**src/rtl/ee_pkg.sv**
```systemverilog
package ee_pkg;
  localparam int SEL_W  = 3;
  localparam int CTRL_W = 6;

  localparam logic [SEL_W-1:0] SEL_CTRL = 3'd0;
  localparam logic [SEL_W-1:0] SEL_ADDR = 3'd1;
  localparam logic [SEL_W-1:0] SEL_D0   = 3'd2;

  localparam int CB_RD_ARM = 0;
  localparam int CB_RD_GO  = 1;
  localparam int CB_WR_ARM = 2;
  localparam int CB_WR_GO  = 3;
  localparam int CB_ER_ARM = 4;
  localparam int CB_ER_GO  = 5;

  typedef enum logic [1:0] {
    OP_NONE  = 2'd0,
    OP_READ  = 2'd1,
    OP_WRITE = 2'd2,
    OP_ERASE = 2'd3
  } op_e;
endpackage

```
**src/rtl/ee_bank.sv**
```systemverilog
module ee_bank #(
  parameter int ROW_W  = 3,
  parameter int DATA_W = 16
) (
  input  logic              clk,
  input  logic              we,
  input  logic [ROW_W-1:0]  waddr,
  input  logic [DATA_W-1:0] wdata,
  input  logic [ROW_W-1:0]  raddr,
  output logic [DATA_W-1:0] rdata
);
  localparam int DEPTH = 1 << ROW_W;

  logic [DATA_W-1:0] mem [DEPTH];

  always_ff @(posedge clk) begin
    if (we) mem[waddr] <= wdata;
    rdata <= mem[raddr];
  end
endmodule

```
**src/rtl/ee_seq.sv**
```systemverilog
module ee_seq
  import ee_pkg::*;
#(
  parameter int OP_CYCLES = 8,
  parameter int CNT_W     = $clog2(OP_CYCLES + 1)
) (
  input  logic              clk,
  input  logic              rst,
  input  logic              ctrl_wr,
  input  logic [CTRL_W-1:0] ctrl_wdata,
  output logic [CTRL_W-1:0] ctrl_q,
  output logic              busy,
  output op_e               op,
  output logic [CNT_W-1:0]  step,
  output logic              done
);
  localparam logic [CNT_W-1:0] LAST = CNT_W'(OP_CYCLES - 1);

  logic [1:0] arm_prev_q;  // {erase, write} arm set by the previous cycle's write
  logic       er_ok, wr_ok, rd_ok;
  op_e        pick;

  always_comb begin
    er_ok = ctrl_wdata[CB_ER_GO] && arm_prev_q[1];
    wr_ok = ctrl_wdata[CB_WR_GO] && arm_prev_q[0];
    rd_ok = ctrl_wdata[CB_RD_GO] && ctrl_q[CB_RD_ARM];
    if (er_ok)      pick = OP_ERASE;
    else if (wr_ok) pick = OP_WRITE;
    else if (rd_ok) pick = OP_READ;
    else            pick = OP_NONE;
    done = busy && (step == LAST);
  end

  always_ff @(posedge clk) begin
    if (rst) begin
      arm_prev_q <= '0;
      ctrl_q     <= '0;
      busy       <= 1'b0;
      op         <= OP_NONE;
      step       <= '0;
    end else begin
      arm_prev_q <= ctrl_wr ? {ctrl_wdata[CB_ER_ARM], ctrl_wdata[CB_WR_ARM]} : 2'b00;
      if (ctrl_wr) begin
        ctrl_q[CB_RD_ARM] <= ctrl_wdata[CB_RD_ARM];
        ctrl_q[CB_WR_ARM] <= ctrl_wdata[CB_WR_ARM];
        ctrl_q[CB_ER_ARM] <= ctrl_wdata[CB_ER_ARM];
        ctrl_q[CB_RD_GO]  <= (pick == OP_READ);
        ctrl_q[CB_WR_GO]  <= (pick == OP_WRITE);
        ctrl_q[CB_ER_GO]  <= (pick == OP_ERASE);
        if (pick != OP_NONE) begin
          busy <= 1'b1;
          op   <= pick;
          step <= '0;
        end
      end else if (busy) begin
        if (done) begin
          busy              <= 1'b0;
          op                <= OP_NONE;
          ctrl_q[CB_RD_GO]  <= 1'b0;
          ctrl_q[CB_WR_GO]  <= 1'b0;
          ctrl_q[CB_ER_GO]  <= 1'b0;
        end else begin
          step <= step + 1'b1;
        end
      end
    end
  end

  assert_one_op_R10: assert property (@(posedge clk) disable iff (rst)
    $onehot0({ctrl_q[CB_ER_GO], ctrl_q[CB_WR_GO], ctrl_q[CB_RD_GO]}));

  assert_go_matches_stall_R8: assert property (@(posedge clk) disable iff (rst)
    busy == (ctrl_q[CB_ER_GO] || ctrl_q[CB_WR_GO] || ctrl_q[CB_RD_GO]));

  assert_late_write_rejected_R5: assert property (@(posedge clk) disable iff (rst)
    (ctrl_wr && ctrl_wdata[CB_WR_GO] && !arm_prev_q[0]) |=> !ctrl_q[CB_WR_GO]);

  assert_late_erase_rejected_R5: assert property (@(posedge clk) disable iff (rst)
    (ctrl_wr && ctrl_wdata[CB_ER_GO] && !arm_prev_q[1]) |=> !ctrl_q[CB_ER_GO]);

  assert_stall_holds_R7: assert property (@(posedge clk) disable iff (rst)
    (busy && !done) |=> busy);

  assert_go_clears_R8: assert property (@(posedge clk) disable iff (rst)
    done |=> (!busy && !ctrl_q[CB_WR_GO] && !ctrl_q[CB_ER_GO] && !ctrl_q[CB_RD_GO]));
endmodule

```
**src/rtl/ee_ctrl.sv**
```systemverilog
module ee_ctrl
  import ee_pkg::*;
#(
  parameter int ADDR_W    = 5,
  parameter int DATA_W    = 16,
  parameter int UNIT_LOG  = 2,
  parameter int PAGE_LOG  = 4,
  parameter int OP_CYCLES = 8
) (
  input  logic              clk,
  input  logic              rst,
  input  logic              bus_wr,
  input  logic [SEL_W-1:0]  bus_sel,
  input  logic [DATA_W-1:0] bus_wdata,
  output logic [DATA_W-1:0] bus_rdata,
  output logic              cpu_stall
);
  localparam int LANES    = 1 << UNIT_LOG;
  localparam int ROW_W    = ADDR_W - UNIT_LOG;
  localparam int PROW_LOG = PAGE_LOG - UNIT_LOG;
  localparam int CNT_W    = $clog2(OP_CYCLES + 1);
  localparam logic [CNT_W-1:0] PAGE_ROWS = CNT_W'(1 << PROW_LOG);

  logic [ADDR_W-1:0] addr_q;
  logic [DATA_W-1:0] data_q [LANES];
  logic [CTRL_W-1:0] ctrl_q;
  logic              busy, done;
  op_e               op;
  logic [CNT_W-1:0]  step;
  logic              ctrl_wr;
  logic              erase_row, write_unit, bank_we;
  logic [ROW_W-1:0]  bank_waddr;
  logic [DATA_W-1:0] bank_wdata [LANES];
  logic [DATA_W-1:0] bank_rdata [LANES];

  assign ctrl_wr   = bus_wr && !busy && (bus_sel == SEL_CTRL);
  assign cpu_stall = busy;

  ee_seq #(.OP_CYCLES(OP_CYCLES), .CNT_W(CNT_W)) u_seq (
    .clk        (clk),
    .rst        (rst),
    .ctrl_wr    (ctrl_wr),
    .ctrl_wdata (bus_wdata[CTRL_W-1:0]),
    .ctrl_q     (ctrl_q),
    .busy       (busy),
    .op         (op),
    .step       (step),
    .done       (done)
  );

  // Erase clears one row of every lane per cycle; a write lands on the last cycle.
  always_comb begin
    erase_row  = busy && (op == OP_ERASE) && (step < PAGE_ROWS);
    write_unit = done && (op == OP_WRITE);
    bank_we    = erase_row || write_unit;
    if (erase_row)
      bank_waddr = {addr_q[ADDR_W-1:PAGE_LOG], step[PROW_LOG-1:0]};
    else
      bank_waddr = addr_q[ADDR_W-1:UNIT_LOG];
  end

  for (genvar b = 0; b < LANES; b++) begin : g_lane
    assign bank_wdata[b] = erase_row ? '0 : data_q[b];
    ee_bank #(.ROW_W(ROW_W), .DATA_W(DATA_W)) u_bank (
      .clk   (clk),
      .we    (bank_we),
      .waddr (bank_waddr),
      .wdata (bank_wdata[b]),
      .raddr (addr_q[ADDR_W-1:UNIT_LOG]),
      .rdata (bank_rdata[b])
    );
  end

  always_ff @(posedge clk) begin
    if (rst) begin
      addr_q <= '0;
      for (int k = 0; k < LANES; k++) data_q[k] <= '0;
    end else begin
      if (bus_wr && !busy) begin
        if (bus_sel == SEL_ADDR) addr_q <= bus_wdata[ADDR_W-1:0];
        for (int k = 0; k < LANES; k++)
          if (bus_sel == SEL_D0 + SEL_W'(k)) data_q[k] <= bus_wdata;
      end
      if (done && (op == OP_READ))
        data_q[0] <= bank_rdata[addr_q[UNIT_LOG-1:0]];
    end
  end

  always_ff @(posedge clk) begin
    if (rst) begin
      bus_rdata <= '0;
    end else begin
      bus_rdata <= '0;
      if (bus_sel == SEL_CTRL) bus_rdata <= DATA_W'(ctrl_q);
      if (bus_sel == SEL_ADDR) bus_rdata <= DATA_W'(addr_q);
      for (int k = 0; k < LANES; k++)
        if (bus_sel == SEL_D0 + SEL_W'(k)) bus_rdata <= data_q[k];
    end
  end

  assert_addr_frozen_R7: assert property (@(posedge clk) disable iff (rst)
    cpu_stall |=> $stable(addr_q));

  assert_lane_data_frozen_R7: assert property (@(posedge clk) disable iff (rst)
    cpu_stall |=> $stable(data_q[LANES-1]));

  assert_reset_unstalls_R1: assert property (@(posedge clk)
    rst |=> !cpu_stall);
endmodule

```
**config.mk**
```make
export PLATFORM = sky130hd
export DESIGN_NAME = ee_ctrl
export DESIGN_NICKNAME = d
export VERILOG_FILES = /design/src/rtl/ee_pkg.sv /design/src/rtl/ee_bank.sv /design/src/rtl/ee_seq.sv /design/src/rtl/ee_ctrl.sv
export SDC_FILE = /design/constraint.sdc
export NUM_CORES = 1
export LEC_CHECK = 0
export CAP_MARGIN = 10
export CORE_ASPECT_RATIO = 1.2
export CORE_MARGIN = 8
export CORE_UTILIZATION = 40
export DETAILED_ROUTE_END_ITERATION = 6
export MAX_ROUTING_LAYER = met4
export SYNTH_ARGS = -nofsm -noshare
export SYNTH_HDL_FRONTEND = slang
export SYNTH_SLANG_ARGS = --single-unit
```
**constraint.sdc**
```tcl
create_clock -name clk -period 6.5 [get_ports clk]
set_input_delay 0.975 -clock clk [delete_from_list [all_inputs] [get_ports clk]]
set_output_delay 0.975 -clock clk [all_outputs]
set_load 0.02 [all_outputs]
```
==> impl_metrics.ini <==
[pwr]
power.internal_mw = 7.10
pwr-share-seq_pct = 53.6
pwr_density_cell_nw_per_um2 = 303
ir_drop_mv = 0.216
p_leak_nw = 9.37
clockPowerShare_pct = 43.6
p_switching_mw = 1.79
combPwrFrac_pct = 2.8
swShare_pct = 20.1

[drt]
drt_iter0_drc = 1063
wire_per_inst_um = 25.8
vias_per_cell = 5.51
firstDrtPassIters = 7
vias = 12300
drt_wl_total_um = 57400
drc = 0
final_antenna_net_count = 0

[worst_setup_path]
critPathKind = reg -> reg
worstPathArrival_ns = 4.26
worstPathRequired_ns = 6.99
critPathMaxFanout = 45
crit_path_cell_trace = buf_4 > buf_4 > mux4_2 > mux2_2
crit_slowest_cell = dfxtp_4
critPathMaxStageDelay_ns = 0.95
crit_family = buffers and inverters
path_buf_inv = 2
cp-start-kind = flip-flop
crit_path_frequent_cell = buf_4
cp-end-kind = flip-flop

[cts]
post_cts_buffers = 0
cts.sink_count = 676
cts_resized = 0
cts_tree = yes
htreeDepth = 3
clk_pin_slew_ns = 0.06
clk_latency_ns = 0.61
clockRootBuffer = clkbuf_16
cts_buffers = 68
clock_path_buffers = 3
cts_hold_buf = 0

[yosys]
synthArstFlopShare_pct = 0
synth_edf_count = 576
netlist_top_cells_count = edfxtp_1, mux4_2, dfxtp_1
syn_nets = 1300
avgSynthCellArea_um2 = 20.2
yosysSeqAreaShare_pct = 74.9
synth-seq-cells = 676
synth_most_common_cell = edfxtp_1
yosysTopAreaCell = edfxtp_1
ys_types = 53
netlist_instances = 1277
synthDominantCellAreaShare_pct = 67.1
yosys_warnings = 0
ys.flop_type = edfxtp_1
synth_area_um2 = 25800
synth_area_leaders = edfxtp_1, mux4_2, dfxtp_1

[die]
initial_core_util_pct = 40.2
dieHeight_um = 294
core_um2 = 64200
rows = 102
die_area_um2 = 72900
io-pin-count = 39
die_w_um = 248

[finish]
final_util_pct = 45.7
nets = 1359
drive_gt1_share_pct = 26.4
nFillCells = 5354
area_growth_pct = 13.7

[timing]
holdWs_ns = 0.458
slew_headroom_pct = 23.3
rsz0062_at_grt = false
setup_tns_ns = 0
setup_violations = 0
worst_pin_slew_ns = 1.15
hold_violations = 0
maxSlewViolCount = 0
finalClockSkew_ns = 0.0223
fin_crit_ns = 3.77
fin_crit_sh_pct = 58.0
clock.fmax_ghz = 0.265

[grt]
grt_max_degree = 73
gr-usage-all-layers_pct = 16.5
grt_pass1_wl_um = 85500
use_met2_pct = 26.9
grt_pass1_vias = 12900
use_met1_pct = 21.0
use_met3_pct = 2.86
grt-ovfl-total = 0
antenna_found_initial = 4
top_usage_layer = met2

[run]
drv_cap = 0

[status]
status = complete, no violations

[placed_design]
hpwl_um = 32600
gp_congestion = 0.811
io_buffers = 38

[hold_path]
hold_path.class = reg -> reg
-- cells by family (layout without fill, tap and decap cells) --
kind of cell,count (synthesis),count (layout),share of synthesized area (%)
DFF,676,676,74.9
and+or+nand+nor,229,229,5.30
muxes,223,223,16.0
buffers and inverters,75,190,1.53
AOI/OAI and AO/OA,73,73,2.27
adders and majority gates,1,1,0.0485
other,0,2,0
-- sequential cells by signal, indices dropped and copies added (netlist names) --
signal / cells
u_seq.op: 2
data_q: 64
addr_q: 5
bus_rdata: 16
u_seq.ctrl_q: 6
u_seq.busy: 1
g_lane.u_bank.mem: 512
u_seq.step: 4
g_lane.u_bank.rdata: 64
u_seq.arm_prev_q: 2
-- path summary, 6_finish.rpt --
check	startpoint	endpoint	slack, ns	depth (start not counted)
worst max-delay path	addr_q[2]	g_lane[1].u_bank.rdata[10]	2.73	4
worst min register to register	u_seq.ctrl_q[2]	u_seq.ctrl_q[2]	0.46	2
worst max register to register	addr_q[2]	g_lane[1].u_bank.rdata[10]	2.73	4
worst min-delay path	u_seq.ctrl_q[2]	u_seq.ctrl_q[2]	0.46	2
-- through the flow --
step | area (µm²) | cells | power, mW | setup slack, ns
6_report | 29300 | 2226 | 8.89 | 2.73
5_1_grt | 29300 | 2226 | 9.16 | 2.33
4_1_cts | 29300 | 2224 | 8.97 | 2.53
3_5_place_dp | 27100 | 2098 | 5.11 | 2.53
3_3_place_gp | 27100 | 2098 | 5.11 | 2.57
2_1_floorplan | 25800 | 1277 | 4.99 | 0.253
-- worst min-delay path: cells and delay by family, from the launching register on --
kind,cells,cell delay (ns)
flip-flops,1,0.31
AO/OA/AOI/OAI,1,0.05
AND/OR/NAND/NOR,1,0.05
-- cell type report --
cell class	count	area (µm²)	share of cell area [%]
inverter	1	3.75	0.0128
multi-input combinational	526	6160	21.0
clock buffer	101	1970	6.72
clock inverter	25	255	0.871
antenna	2	5.00	0.0171
tap	832	1040	3.55
timing repair buffer	63	563	1.92
sequential	676	19300	65.9
-- power by group through the flow --
stage,Sequential (mW),Clock [mW],Combinational (mW)
floorplan,4.84,0,0.154
global placement,4.86,0,0.244
detailed placement,4.86,0,0.249
CTS,4.77,3.96,0.250
global route,4.77,4.13,0.266
finish,4.77,3.88,0.247
-- routing by layer --
metal	vias to the layer above	part of all wire [%]
li1	5286	-
met1	6534	42
met2	361	50
met3	82	5.4
met4	0	2.5
met5	-	0
-- placed cells by master (no fill, tap or decap), types with 16 or more instances in the layout --
cell             Yosys  routed
nor2_1              38      31
clkdlybuf4s50_1      0      37
mux2_2              70      70
a22o_1              16      16
clkbuf_1            30      22
edfxtp_1           576     576
dfxtp_1            100      95
clkbuf_16            0      71
and2_1              49      49
nor2b_1             66      65
buf_4                1      25
nor3_1              19      17
mux4_2             144     144
Note: power is estimated with default switching activity, not from simulation.
